--- src/rtl/dcn_pkg.sv ---
package dcn_pkg;
  parameter int TID_W  = 3;
  parameter int XID_W  = 4;
  parameter int SIZE_W = 4;
  parameter int PAY_W  = 16;
  localparam int HDR_W  = 8;
  localparam int SLOT_W = HDR_W + TID_W + XID_W + SIZE_W + PAY_W;
  localparam int RSP_W  = 3 + XID_W + SIZE_W + PAY_W;

  localparam logic [1:0] V_FREE = 2'b00;
  localparam logic [1:0] V_LIVE = 2'b01;
  localparam logic [1:0] K_CMD  = 2'b00;
  localparam logic [1:0] K_WDAT = 2'b01;
  localparam logic [1:0] K_RSP  = 2'b10;
  localparam logic [1:0] C_OK   = 2'b00;
  localparam logic [1:0] C_ERR  = 2'b01;
  localparam logic [1:0] C_RTRY = 2'b10;
  localparam logic [1:0] C_INTR = 2'b11;

  typedef struct packed {
    logic [1:0]        vld;
    logic [1:0]        kind;
    logic [1:0]        code;
    logic              wr;
    logic              same;
    logic [TID_W-1:0]  tgt;
    logic [XID_W-1:0]  xid;
    logic [SIZE_W-1:0] size;
    logic [PAY_W-1:0]  pay;
  } slot_t;

  function automatic logic slot_live(slot_t s);
    return s.vld == V_LIVE;
  endfunction

  function automatic logic slot_is_req(slot_t s);
    return slot_live(s) && (s.kind == K_CMD || s.kind == K_WDAT);
  endfunction

  function automatic slot_t build_rsp(logic [TID_W-1:0] tgt, logic [1:0] code, logic wr,
                                      logic [XID_W-1:0] xid, logic [SIZE_W-1:0] sz,
                                      logic [PAY_W-1:0] pay);
    slot_t s;
    s.vld  = V_LIVE;
    s.kind = K_RSP;
    s.code = code;
    s.wr   = wr;
    s.same = 1'b0;
    s.tgt  = tgt;
    s.xid  = xid;
    s.size = sz;
    s.pay  = pay;
    return s;
  endfunction
endpackage

--- src/rtl/dcn_fifo.sv ---
module dcn_fifo #(
  parameter int W     = 8,
  parameter int DEPTH = 4
) (
  input  logic         clk,
  input  logic         rst_n,
  input  logic         push,
  input  logic [W-1:0] din,
  input  logic         pop,
  output logic [W-1:0] dout,
  output logic         empty,
  output logic         full
);
  localparam int AW = (DEPTH > 1) ? $clog2(DEPTH) : 1;
  localparam int CW = $clog2(DEPTH + 1);

  logic [W-1:0]  mem [DEPTH];
  logic [AW-1:0] wr_p, rd_p;
  logic [CW-1:0] cnt;
  logic          do_push, do_pop;

  function automatic logic [AW-1:0] adv(logic [AW-1:0] p);
    return (p == AW'(DEPTH - 1)) ? '0 : p + 1'b1;
  endfunction

  assign empty   = (cnt == '0);
  assign full    = (cnt == CW'(DEPTH));
  assign do_push = push && !full;
  assign do_pop  = pop && !empty;
  assign dout    = mem[rd_p];

  always_ff @(posedge clk) begin
    if (do_push) mem[wr_p] <= din;
  end

  always_ff @(posedge clk or negedge rst_n) begin
    if (!rst_n) begin
      wr_p <= '0;
      rd_p <= '0;
      cnt  <= '0;
    end else begin
      if (do_push) wr_p <= adv(wr_p);
      if (do_pop)  rd_p <= adv(rd_p);
      cnt <= cnt + CW'(do_push) - CW'(do_pop);
    end
  end
endmodule

--- src/rtl/dcn_retry_guard.sv ---
module dcn_retry_guard
  import dcn_pkg::*;
(
  input  logic              clk,
  input  logic              rst_n,
  input  logic              retry,
  input  logic              accept,
  input  logic [1:0]        kind,
  input  logic [XID_W-1:0]  xid,
  input  logic [SIZE_W-1:0] size,
  output logic              lock_q,
  output logic              rec_match
);
  logic [1:0]        rec_kind;
  logic [XID_W-1:0]  rec_xid;
  logic [SIZE_W-1:0] rec_size;

  assign rec_match = lock_q && kind == rec_kind && xid == rec_xid &&
                     (kind != K_WDAT || size == rec_size);

  always_ff @(posedge clk or negedge rst_n) begin
    if (!rst_n) begin
      lock_q   <= 1'b0;
      rec_kind <= '0;
      rec_xid  <= '0;
      rec_size <= '0;
    end else if (retry && !lock_q) begin
      lock_q   <= 1'b1;
      rec_kind <= kind;
      rec_xid  <= xid;
      rec_size <= size;
    end else if (accept && lock_q) begin
      lock_q <= 1'b0;
    end
  end
endmodule

--- src/rtl/dcn_resp_inject.sv ---
module dcn_resp_inject
  import dcn_pkg::*;
#(
  parameter int MY_ID = 2
) (
  input  logic              free,
  input  logic              irq_pend,
  input  logic [PAY_W-1:0]  irq_vec,
  input  logic              rsp_empty,
  input  logic [RSP_W-1:0]  rsp_head,
  output logic              take_irq,
  output logic              take_rsp,
  output logic [SLOT_W-1:0] ins_slot
);
  logic [1:0]        h_code;
  logic              h_wr;
  logic [XID_W-1:0]  h_xid;
  logic [SIZE_W-1:0] h_size;
  logic [PAY_W-1:0]  h_pay;

  assign {h_code, h_wr, h_xid, h_size, h_pay} = rsp_head;
  assign take_irq = free && irq_pend;
  assign take_rsp = free && !irq_pend && !rsp_empty;

  always_comb begin
    if (irq_pend)
      ins_slot = build_rsp(TID_W'(MY_ID), C_INTR, 1'b0, '0, '0, irq_vec);
    else
      ins_slot = build_rsp(TID_W'(MY_ID), h_code, h_wr, h_xid, h_size, h_pay);
  end
endmodule

--- src/rtl/dcn_target_node.sv ---
module dcn_target_node
  import dcn_pkg::*;
#(
  parameter int MY_ID     = 2,
  parameter int CMD_DEPTH = 4,
  parameter int WD_DEPTH  = 4,
  parameter int RSP_DEPTH = 4
) (
  input  logic              clk,
  input  logic              rst_n,
  input  logic [SLOT_W-1:0] slot_i,
  output logic [SLOT_W-1:0] slot_o,
  input  logic              cmd_pop_i,
  output logic [SLOT_W-1:0] cmd_head_o,
  output logic              cmd_empty_o,
  output logic              cmd_full_o,
  input  logic              wd_pop_i,
  output logic [SLOT_W-1:0] wd_head_o,
  output logic              wd_empty_o,
  output logic              wd_full_o,
  input  logic              rsp_push_i,
  input  logic              rsp_err_i,
  input  logic              rsp_write_i,
  input  logic [XID_W-1:0]  rsp_xid_i,
  input  logic [SIZE_W-1:0] rsp_size_i,
  input  logic [PAY_W-1:0]  rsp_data_i,
  output logic              rsp_full_o,
  input  logic              irq_i,
  input  logic [PAY_W-1:0]  irq_vec_i,
  output logic              irq_pend_o
);
  slot_t             in_s, nxt_s, out_q, ins_s;
  logic              hit, is_cmd, room, accept, retry, free_w;
  logic              lock_q, rec_match;
  logic              cmd_push, wd_push;
  logic              take_irq, take_rsp, rsp_empty_w;
  logic [RSP_W-1:0]  rsp_head_w, rsp_din;
  logic [SLOT_W-1:0] ins_raw;
  logic [PAY_W-1:0]  irq_vec_q;

  assign in_s   = slot_t'(slot_i);
  assign hit    = slot_is_req(in_s) && in_s.tgt == TID_W'(MY_ID);
  assign is_cmd = in_s.kind == K_CMD;
  assign room   = is_cmd ? !cmd_full_o : !wd_full_o;
  assign accept = hit && room && (!lock_q || rec_match);
  assign retry  = hit && !accept;
  assign free_w = !slot_live(in_s) || accept;

  assign cmd_push = accept && is_cmd;
  assign wd_push  = accept && !is_cmd;

  dcn_retry_guard u_guard (
    .clk(clk), .rst_n(rst_n), .retry(retry), .accept(accept),
    .kind(in_s.kind), .xid(in_s.xid), .size(in_s.size),
    .lock_q(lock_q), .rec_match(rec_match)
  );

  dcn_fifo #(.W(SLOT_W), .DEPTH(CMD_DEPTH)) u_cmd_q (
    .clk(clk), .rst_n(rst_n), .push(cmd_push), .din(slot_i), .pop(cmd_pop_i),
    .dout(cmd_head_o), .empty(cmd_empty_o), .full(cmd_full_o)
  );

  dcn_fifo #(.W(SLOT_W), .DEPTH(WD_DEPTH)) u_wd_q (
    .clk(clk), .rst_n(rst_n), .push(wd_push), .din(slot_i), .pop(wd_pop_i),
    .dout(wd_head_o), .empty(wd_empty_o), .full(wd_full_o)
  );

  assign rsp_din = {(rsp_err_i ? C_ERR : C_OK), rsp_write_i, rsp_xid_i, rsp_size_i, rsp_data_i};

  dcn_fifo #(.W(RSP_W), .DEPTH(RSP_DEPTH)) u_rsp_q (
    .clk(clk), .rst_n(rst_n), .push(rsp_push_i), .din(rsp_din), .pop(take_rsp),
    .dout(rsp_head_w), .empty(rsp_empty_w), .full(rsp_full_o)
  );

  dcn_resp_inject #(.MY_ID(MY_ID)) u_inject (
    .free(free_w), .irq_pend(irq_pend_o), .irq_vec(irq_vec_q),
    .rsp_empty(rsp_empty_w), .rsp_head(rsp_head_w),
    .take_irq(take_irq), .take_rsp(take_rsp), .ins_slot(ins_raw)
  );
  assign ins_s = slot_t'(ins_raw);

  always_ff @(posedge clk or negedge rst_n) begin
    if (!rst_n) begin
      irq_pend_o <= 1'b0;
      irq_vec_q  <= '0;
    end else if (take_irq) begin
      irq_pend_o <= 1'b0;
    end else if (irq_i && !irq_pend_o) begin
      irq_pend_o <= 1'b1;
      irq_vec_q  <= irq_vec_i;
    end
  end

  always_comb begin
    nxt_s = in_s;
    if (retry)                      nxt_s.code = C_RTRY;
    else if (take_irq || take_rsp)  nxt_s = ins_s;
    else if (accept)                nxt_s.vld = V_FREE;
  end

  always_ff @(posedge clk or negedge rst_n) begin
    if (!rst_n) out_q <= '0;
    else        out_q <= nxt_s;
  end

  assign slot_o = out_q;
endmodule

--- config.mk ---
export PLATFORM = sky130hd
export DESIGN_NAME = dcn_target_node
export DESIGN_NICKNAME = d
export VERILOG_FILES = /design/src/rtl/dcn_pkg.sv /design/src/rtl/dcn_fifo.sv /design/src/rtl/dcn_retry_guard.sv /design/src/rtl/dcn_resp_inject.sv /design/src/rtl/dcn_target_node.sv
export SDC_FILE = /design/constraint.sdc
export NUM_CORES = 1
export LEC_CHECK = 0
export CORE_MARGIN = 3
export CORE_UTILIZATION = 40
export DETAILED_ROUTE_END_ITERATION = 10
export PLACE_DENSITY = 0.68
export SLEW_MARGIN = 20
export SYNTH_ARGS = -nofsm -noshare
export SYNTH_HDL_FRONTEND = slang
export SYNTH_SLANG_ARGS = --single-unit
--- constraint.sdc ---
create_clock -name clk -period 2.78 [get_ports clk]
set_input_delay 0.695 -clock clk [delete_from_list [all_inputs] [get_ports clk]]
set_output_delay 0.695 -clock clk [all_outputs]
set_load 0.1 [all_outputs]
==> impl_metrics.xml, run 1 <==
<?xml version="1.0" encoding="UTF-8"?>
<metrics>
  <group name="cts">
    <metric name="worst_setup_hold_path_clk_slew" unit="ns">0.06</metric>
    <metric name="cts_max_path_buffers" unit="">3</metric>
    <metric name="cts_root_buffer" unit="">sky130_fd_sc_hd__clkbuf_16</metric>
    <metric name="cts_max_level" unit="">2</metric>
    <metric name="clock_latency" unit="ns">0.57</metric>
    <metric name="tritoncts_clock_tree" unit="">done</metric>
    <metric name="clock-sinks" unit="">468</metric>
    <metric name="cts_buffers" unit="">48</metric>
  </group>
  <group name="yosys">
    <metric name="synth_compound_gate_area_share" unit="">0.0134</metric>
    <metric name="synth_enable_flop_cells" unit="">384</metric>
    <metric name="synth-warning-count" unit="">0</metric>
    <metric name="synthesis.instances" unit="">806</metric>
    <metric name="cell_accounting_for_the_most_synthesized_area" unit="">sky130_fd_sc_hd__edfxtp_1</metric>
    <metric name="yosys.area_share.xor_xnor" unit="">0.00821</metric>
    <metric name="synth_commonest_cells" unit="">sky130_fd_sc_hd__edfxtp_1 (384), sky130_fd_sc_hd__mux4_2 (96), sky130_fd_sc_hd__dfrtp_1 (84)</metric>
    <metric name="postSynth.asyncResetShare" unit="">0.179</metric>
    <metric name="syn_nets" unit="">913</metric>
    <metric name="synthTopCellsByArea" unit="">sky130_fd_sc_hd__edfxtp_1 (64%), sky130_fd_sc_hd__mux4_2 (12%), sky130_fd_sc_hd__dfrtp_1 (12%)</metric>
    <metric name="synth_seq_cells" unit="">468</metric>
    <metric name="top_area_cell_type_share_of_the_netlist_area" unit="">0.641</metric>
    <metric name="synth_area_per_cell" unit="um^2">22.3</metric>
    <metric name="synth_fa_ha_area_frac" unit="">0.0179</metric>
    <metric name="synth_most_common_cell" unit="">sky130_fd_sc_hd__edfxtp_1</metric>
    <metric name="synthesized_cell_area" unit="um^2">18000</metric>
    <metric name="netlist-cell-type-count" unit="">50</metric>
    <metric name="synth_top_family_by_area" unit="">multiplexers</metric>
    <metric name="synth.mux.area_fraction" unit="">0.167</metric>
    <metric name="synth_flop_cell" unit="">sky130_fd_sc_hd__edfxtp_1</metric>
    <metric name="synthSimpleGateAreaFrac" unit="">0.0218</metric>
    <metric name="synth_sequential_area_ratio" unit="">0.758</metric>
  </group>
  <group name="sta">
    <metric name="grt_setup_unrepaired" unit="">yes</metric>
    <metric name="timing.final.setup_violations" unit="">4</metric>
    <metric name="hold_violations" unit="">0</metric>
    <metric name="fin_worst_hold_slack" unit="ns">0.0789</metric>
    <metric name="final.setup.tns" unit="ns">-0.0256</metric>
    <metric name="worstMarginPinSlew" unit="ns">0.517</metric>
    <metric name="clock_skew" unit="ns">0.00941</metric>
    <metric name="finalMaxSlewViolations" unit="">0</metric>
    <metric name="layout_worst_path_cycle_share" unit="">1.00</metric>
    <metric name="finalWorstSetupSlack" unit="ns">-0.0113</metric>
    <metric name="maxSlewHeadroom" unit="">0.650</metric>
    <metric name="period_minus_ws_final" unit="ns">2.79</metric>
    <metric name="clock.fmax" unit="GHz">0.358</metric>
  </group>
  <group name="setup_path">
    <metric name="critical_path.cell_chain" unit="">clkbuf_16 -&gt; mux4_2 -&gt; buf_12</metric>
    <metric name="critical-path-max-stage-delay" unit="ns">0.57</metric>
    <metric name="timing.critical_path.required" unit="ns">2.09</metric>
    <metric name="timing.critical_path.from" unit="">u_wd_q.rd_p[0]</metric>
    <metric name="arrival_time_at_the_worst_endpoint" unit="ns">2.10</metric>
    <metric name="worstSetupEndpoint" unit="">wd_head_o[32]</metric>
    <metric name="critical_path.n_buffers_inverters" unit="">2</metric>
    <metric name="critPathCaptureType" unit="">output port</metric>
    <metric name="setup.worst_path.start_class" unit="">flop</metric>
    <metric name="crit_fanout" unit="">9</metric>
    <metric name="reg2reg_setup_slack" unit="ns">0.31</metric>
    <metric name="crit_path_max_delay_cell_type" unit="">sky130_fd_sc_hd__mux4_2</metric>
    <metric name="rr_worst_depth" unit="">9</metric>
    <metric name="critical_path_depth" unit="">3</metric>
    <metric name="critical_path.top_delay_family" unit="">multiplexers</metric>
    <metric name="critical_path_class" unit="">flop to output port</metric>
    <metric name="rr_endpoint" unit="">u_cmd_q.cnt[2]</metric>
    <metric name="crit-reg2reg-launch" unit="">u_guard.rec_size[2]</metric>
  </group>
  <group name="grt">
    <metric name="grt_remaining_overflow" unit="">0</metric>
    <metric name="global_route_wire_length_before_repair" unit="um">59900</metric>
    <metric name="grt_usage" unit="">0.172</metric>
    <metric name="grt_max_degree" unit="">40</metric>
    <metric name="number_of_global_route_vias_before_repair" unit="">9207</metric>
    <metric name="grt_antenna_before_repair" unit="">2</metric>
  </group>
  <group name="placed_design">
    <metric name="dpl.hpwl" unit="um">26600</metric>
    <metric name="io_buffers" unit="">193</metric>
    <metric name="post_place_cell_area" unit="um^2">22200</metric>
    <metric name="place_congestion" unit="">0.745</metric>
  </group>
  <group name="cells_and_area">
    <metric name="antenna_cells" unit="">0</metric>
    <metric name="fillers" unit="">3439</metric>
    <metric name="finalInstanceArea" unit="um^2">23900</metric>
    <metric name="nets" unit="">1213</metric>
    <metric name="sequential_cell_area" unit="um^2">13600</metric>
    <metric name="flow.area_growth_from_synthesis" unit="%">32.7</metric>
    <metric name="multi_input_comb_area" unit="um^2">4190</metric>
    <metric name="post-route-util" unit="">0.539</metric>
    <metric name="drive_gt1_frac" unit="">0.398</metric>
  </group>
  <group name="drt">
    <metric name="ant_nets" unit="">0</metric>
    <metric name="firstDrtPassIters" unit="">5</metric>
    <metric name="drtIter0Drc" unit="">597</metric>
    <metric name="detail_route.drc_violations" unit="">0</metric>
    <metric name="finalWirelength" unit="um">40600</metric>
    <metric name="routed-via-count" unit="">8755</metric>
    <metric name="drt-vias-per-instance" unit="">5.04</metric>
    <metric name="wl_per_cell" unit="um">23.4</metric>
  </group>
  <group name="floorplanning">
    <metric name="fp.dieArea" unit="um^2">47600</metric>
    <metric name="placeableCoreArea" unit="um^2">44300</metric>
    <metric name="die_y" unit="um">218</metric>
    <metric name="num_rows" unit="">77</metric>
    <metric name="initial_core_util" unit="">0.406</metric>
    <metric name="fp.dieW" unit="um">218</metric>
    <metric name="top_level_ports" unit="">194</metric>
  </group>
  <group name="pwr">
    <metric name="p_per_area" unit="nW/um^2">1190</metric>
    <metric name="vdd_drop_max" unit="V">0.000780</metric>
    <metric name="finalPower" unit="uW">28400</metric>
    <metric name="power.static_leakage" unit="uW">0.00853</metric>
  </group>
  <group name="job">
    <metric name="max_cap_violations" unit="">0</metric>
  </group>
  <group name="run_status">
    <metric name="violations" unit="">setup timing</metric>
    <metric name="outcome" unit="">complete, but fails checks</metric>
  </group>
  <group name="hold_path">
    <metric name="hold_wc_path_type" unit="">input port to asynchronous set/reset pin</metric>
  </group>
</metrics>
-- registers in the layout (all words and copies together), names as in the netlist, 4 cells and up --
name	flops
u_cmd_q.mem	140
u_guard.rec_xid	4
u_guard.rec_size	4
u_wd_q.mem	140
irq_vec_q	16
u_rsp_q.mem	104
slot_o	35
-- worst min path at each step --
stage / startpoint / to / slack, ns / cells past startpoint
after floorplan: rst_n / irq_pend_o / 0.40 / 0
after global placement: irq_vec_q[11] / irq_vec_q[11] / 0.48 / 1
after detailed placement: irq_vec_q[10] / irq_vec_q[10] / 0.49 / 1
after CTS: rst_n / slot_o[23] / 0.06 / 1
after global routing: rst_n / u_guard.rec_size[1] / 0.09 / 1
final: rst_n / u_guard.rec_size[1] / 0.08 / 1
-- cell families (layout without fill, tap and decap cells) --
family	after synthesis	in the layout
xor+xnor	16	16
mux	164	164
compound gates	24	24
fa+ha+maj	24	24
simple gates	56	56
buf+inv	54	394
flops	468	468
-- what timing repair did --
action	CTS	global route
cloned	1	3
hold buffers	0	0
buffers inserted	2	2
endpoints found under the setup margin	64	39
resized for setup	2	2
-- worst register-to-register path, cell delays in order (launching register included) --
cell and delay (ns):
sky130_fd_sc_hd__dfrtp_1 0.40, sky130_fd_sc_hd__xnor2_1 0.16, sky130_fd_sc_hd__a41oi_1 0.27, sky130_fd_sc_hd__o31a_1 0.42, sky130_fd_sc_hd__nor3_4 0.20, sky130_fd_sc_hd__ha_1 0.17
sky130_fd_sc_hd__inv_1 0.05, sky130_fd_sc_hd__fa_1 0.40, sky130_fd_sc_hd__xnor2_1 0.14, sky130_fd_sc_hd__xnor2_1 0.13
-- cell usage in the layout, fill, tap and decap left out, drive strengths merged, types with 16 or more instances in the layout --
| cell | Yosys | final |
|---|---|---|
| and2 | 16 | 16 |
| buf | 18 | 196 |
| clkbuf | 12 | 68 |
| clkdlybuf4s50 | 0 | 81 |
| dfrtp | 84 | 84 |
| edfxtp | 384 | 384 |
| ha | 21 | 21 |
| inv | 24 | 26 |
| mux2 | 68 | 68 |
| mux4 | 96 | 96 |
-- area by class of cell --
class / instances / area share
Tap cell: 592 / 0.0310
Sequential cell: 468 / 0.571
Timing Repair Buffer: 280 / 0.153
Clock inverter: 25 / 0.00975
Inverter: 24 / 0.00377
Multi-Input combinational cell: 284 / 0.175
Clock buffer: 65 / 0.0560
-- metrics by stage --
step           instances  setup WS, ns
6_report            1738       -0.0113
5_1_grt             1738       -0.0681
4_1_cts             1733       -0.0829
3_5_place_dp        1640        -0.479
3_3_place_gp        1640        -0.426
2_1_floorplan        806        -0.360
-- routing by layer --
layer	vias up	wire, um	GRT usage
met5	-	13	0
met4	2	714	0.0485
met3	47	2690	0.0417
met2	260	20000	0.274
met1	4592	17300	0.237
li1	3854	-	-
-- report_power, final --
group / switching, uW / internal, uW
Combinational: 8450 / 4850
Sequential: 406 / 8360
Clock: 2590 / 3740
Total: 11500 / 16900
No activity file was read; power rests on OpenSTA's default activity.
==> run 2, diff against run 1 <==
Settings changed: SETUP_SLACK_MARGIN set to 0.02.
==> impl_metrics.xml, run 2 (synthesis gave the netlist of run 1 again) <==
<?xml version="1.0" encoding="UTF-8"?>
<metrics>
  <group name="run_status">
    <metric name="violations" unit="">setup timing</metric>
    <metric name="outcome" unit="">complete, but fails checks</metric>
  </group>
  <group name="cells_and_area">
    <metric name="antenna_cells" unit="">0</metric>
    <metric name="drive_gt1_frac" unit="">0.402</metric>
    <metric name="largestRegisters" unit="">u_cmd_q.mem: 140 flops, u_wd_q.mem: 140 flops, u_rsp_q.mem: 104 flops</metric>
    <metric name="final_instance_count_without_filler_cells" unit="">1744</metric>
    <metric name="post-route-util" unit="">0.541</metric>
    <metric name="flow.area_growth_from_synthesis" unit="%">33.4</metric>
    <metric name="layout.cells.most_common_list" unit="">sky130_fd_sc_hd__edfxtp_1 (384), sky130_fd_sc_hd__buf_12 (101), sky130_fd_sc_hd__mux4_2 (96), sky130_fd_sc_hd__buf_4 (96), sky130_fd_sc_hd__clkdlybuf4s50_1 (80)</metric>
    <metric name="mostFrequentLayoutCell" unit="">sky130_fd_sc_hd__edfxtp_1</metric>
    <metric name="nets" unit="">1219</metric>
  </group>
  <group name="hold_path">
    <metric name="hold_wc_path_type" unit="">input port to asynchronous set/reset pin</metric>
  </group>
  <group name="placed_design">
    <metric name="dpl.hpwl" unit="um">26600</metric>
    <metric name="placedCellCount" unit="">1640</metric>
    <metric name="io_buffers" unit="">193</metric>
    <metric name="place_congestion" unit="">0.745</metric>
  </group>
  <group name="grt">
    <metric name="grt_max_degree" unit="">40</metric>
    <metric name="grt_antenna_before_repair" unit="">1</metric>
    <metric name="grt_usage" unit="">0.174</metric>
    <metric name="grt_remaining_overflow" unit="">0</metric>
    <metric name="number_of_global_route_vias_before_repair" unit="">9245</metric>
    <metric name="global_route_wire_length_before_repair" unit="um">60600</metric>
  </group>
  <group name="sta">
    <metric name="worstMarginPinSlew" unit="ns">0.475</metric>
    <metric name="grt_setup_unrepaired" unit="">yes</metric>
    <metric name="finalWorstSetupSlack" unit="ns">-0.00586</metric>
    <metric name="layout_worst_path_cycle_share" unit="">1.00</metric>
    <metric name="hold_violations" unit="">0</metric>
    <metric name="timing.final.setup_violations" unit="">6</metric>
    <metric name="finalMaxSlewViolations" unit="">0</metric>
    <metric name="clock_skew" unit="ns">0.00993</metric>
    <metric name="maxSlewHeadroom" unit="">0.683</metric>
    <metric name="period_minus_ws_final" unit="ns">2.79</metric>
    <metric name="clock.fmax" unit="GHz">0.359</metric>
    <metric name="fin_worst_hold_slack" unit="ns">0.0713</metric>
  </group>
  <group name="drt">
    <metric name="routed-via-count" unit="">8788</metric>
    <metric name="drtIter0Drc" unit="">579</metric>
    <metric name="firstDrtPassIters" unit="">7</metric>
    <metric name="wl_per_cell" unit="um">23.6</metric>
    <metric name="detail_route.drc_violations" unit="">0</metric>
    <metric name="ant_nets" unit="">0</metric>
    <metric name="finalWirelength" unit="um">41200</metric>
    <metric name="drt-vias-per-instance" unit="">5.04</metric>
  </group>
  <group name="setup_path">
    <metric name="setup.worst_path.start_class" unit="">flop</metric>
    <metric name="reg2reg_setup_slack" unit="ns">0.29</metric>
    <metric name="crit-reg2reg-launch" unit="">u_guard.rec_size[2]</metric>
    <metric name="timing.critical_path.required" unit="ns">2.09</metric>
    <metric name="rr_endpoint" unit="">u_cmd_q.cnt[2]</metric>
    <metric name="crit_fanout" unit="">10</metric>
    <metric name="critPathCaptureType" unit="">output port</metric>
    <metric name="rr_worst_depth" unit="">9</metric>
    <metric name="arrival_time_at_the_worst_endpoint" unit="ns">2.09</metric>
    <metric name="timing.critical_path.from" unit="">u_wd_q.rd_p[0]</metric>
    <metric name="critical_path_class" unit="">flop to output port</metric>
    <metric name="worstSetupEndpoint" unit="">wd_head_o[15]</metric>
  </group>
  <group name="pwr">
    <metric name="power.static_leakage" unit="uW">0.00860</metric>
    <metric name="p_per_area" unit="nW/um^2">1190</metric>
    <metric name="vdd_drop_max" unit="V">0.000785</metric>
  </group>
  <group name="floorplanning">
    <metric name="fp.dieW" unit="um">218</metric>
    <metric name="initial_core_util" unit="">0.406</metric>
    <metric name="placeableCoreArea" unit="um^2">44300</metric>
    <metric name="top_level_ports" unit="">194</metric>
    <metric name="fp.dieArea" unit="um^2">47600</metric>
    <metric name="die_y" unit="um">218</metric>
    <metric name="num_rows" unit="">77</metric>
  </group>
  <group name="cts">
    <metric name="cts_buffers" unit="">48</metric>
    <metric name="cts_max_path_buffers" unit="">3</metric>
    <metric name="tritoncts_clock_tree" unit="">done</metric>
    <metric name="cts_root_buffer" unit="">sky130_fd_sc_hd__clkbuf_16</metric>
    <metric name="clock_latency" unit="ns">0.57</metric>
    <metric name="worst_setup_hold_path_clk_slew" unit="ns">0.06</metric>
    <metric name="cts_max_level" unit="">2</metric>
    <metric name="clock-sinks" unit="">468</metric>
  </group>
  <group name="job">
    <metric name="max_cap_violations" unit="">0</metric>
  </group>
</metrics>
==> run 2: worst min-delay path by stage <==
stage | startpoint | end | slack [ns] | cells after the start
6_report | rst_n | u_guard.rec_size[1] | 0.07 | 1
5_1_grt | rst_n | u_guard.rec_size[1] | 0.09 | 1
4_1_cts | rst_n | slot_o[23] | 0.06 | 1
3_5_place_dp | irq_vec_q[10] | irq_vec_q[10] | 0.49 | 1
3_3_place_gp | irq_vec_q[11] | irq_vec_q[11] | 0.48 | 1
2_1_floorplan | rst_n | irq_pend_o | 0.40 | 0
==> run 2: report_power, final <==
part	total, uW	switching [uW]	internal (uW)
clock network	6330	2580	3740
logic	13500	8520	5000
registers	8750	392	8360
total	28600	11500	17100
==> run 2: final cells by class <==
cell class / instances / area [um^2]
Clock buffer: 65 / 1340
Clock inverter: 25 / 233
Fill cell: 3430 / 20300
Inverter: 24 / 90.1
Multi-Input combinational cell: 284 / 4200
Sequential cell: 468 / 13600
Tap cell: 592 / 741
Timing Repair Buffer: 286 / 3760
==> run 2: stage by stage <==
| step | TNS [ns] | total power (uW) | cell area, um^2 | setup slack, ns |
|---|---|---|---|---|
| 2_1_floorplan | -0.864 | 17600 | 18100 | -0.360 |
| 3_3_place_gp | -89.15 | 22000 | 22200 | -0.426 |
| 3_5_place_dp | -104.96 | 22100 | 22200 | -0.479 |
| 4_1_cts | -1.22 | 28900 | 23900 | -0.0659 |
| 5_1_grt | -1.34 | 29600 | 24000 | -0.0672 |
| 6_report | -0.0201 | 28600 | 24000 | -0.00586 |
==> run 2: layer usage <==
layer  global-route usage  up-vias  wire length [um]
met4               0.0491        2               762
met3               0.0418       50              2770
li1                     -     3861                 -
met5                    0        -                13
met1                0.239     4607             17200
met2                0.279      268             20400
==> run 2: critical path, stage by stage (launching register included) <==
cell,delay (ns)
sky130_fd_sc_hd__dfrtp_2,0.42
sky130_fd_sc_hd__buf_4,0.15
sky130_fd_sc_hd__buf_16,0.15
sky130_fd_sc_hd__mux4_2,0.59
sky130_fd_sc_hd__buf_12,0.20
==> run 2: what timing repair did <==
| action | in CTS | in global routing |
|---|---|---|
| resized for setup | 4 | 4 |
| endpoints found under the setup margin | 64 | 50 |
| gates cloned | 4 | 3 |
| hold buffers | 0 | 0 |
| buffers inserted | 6 | 2 |
| hold endpoints to repair | 0 | 0 |
| pin swaps | 0 | 2 |
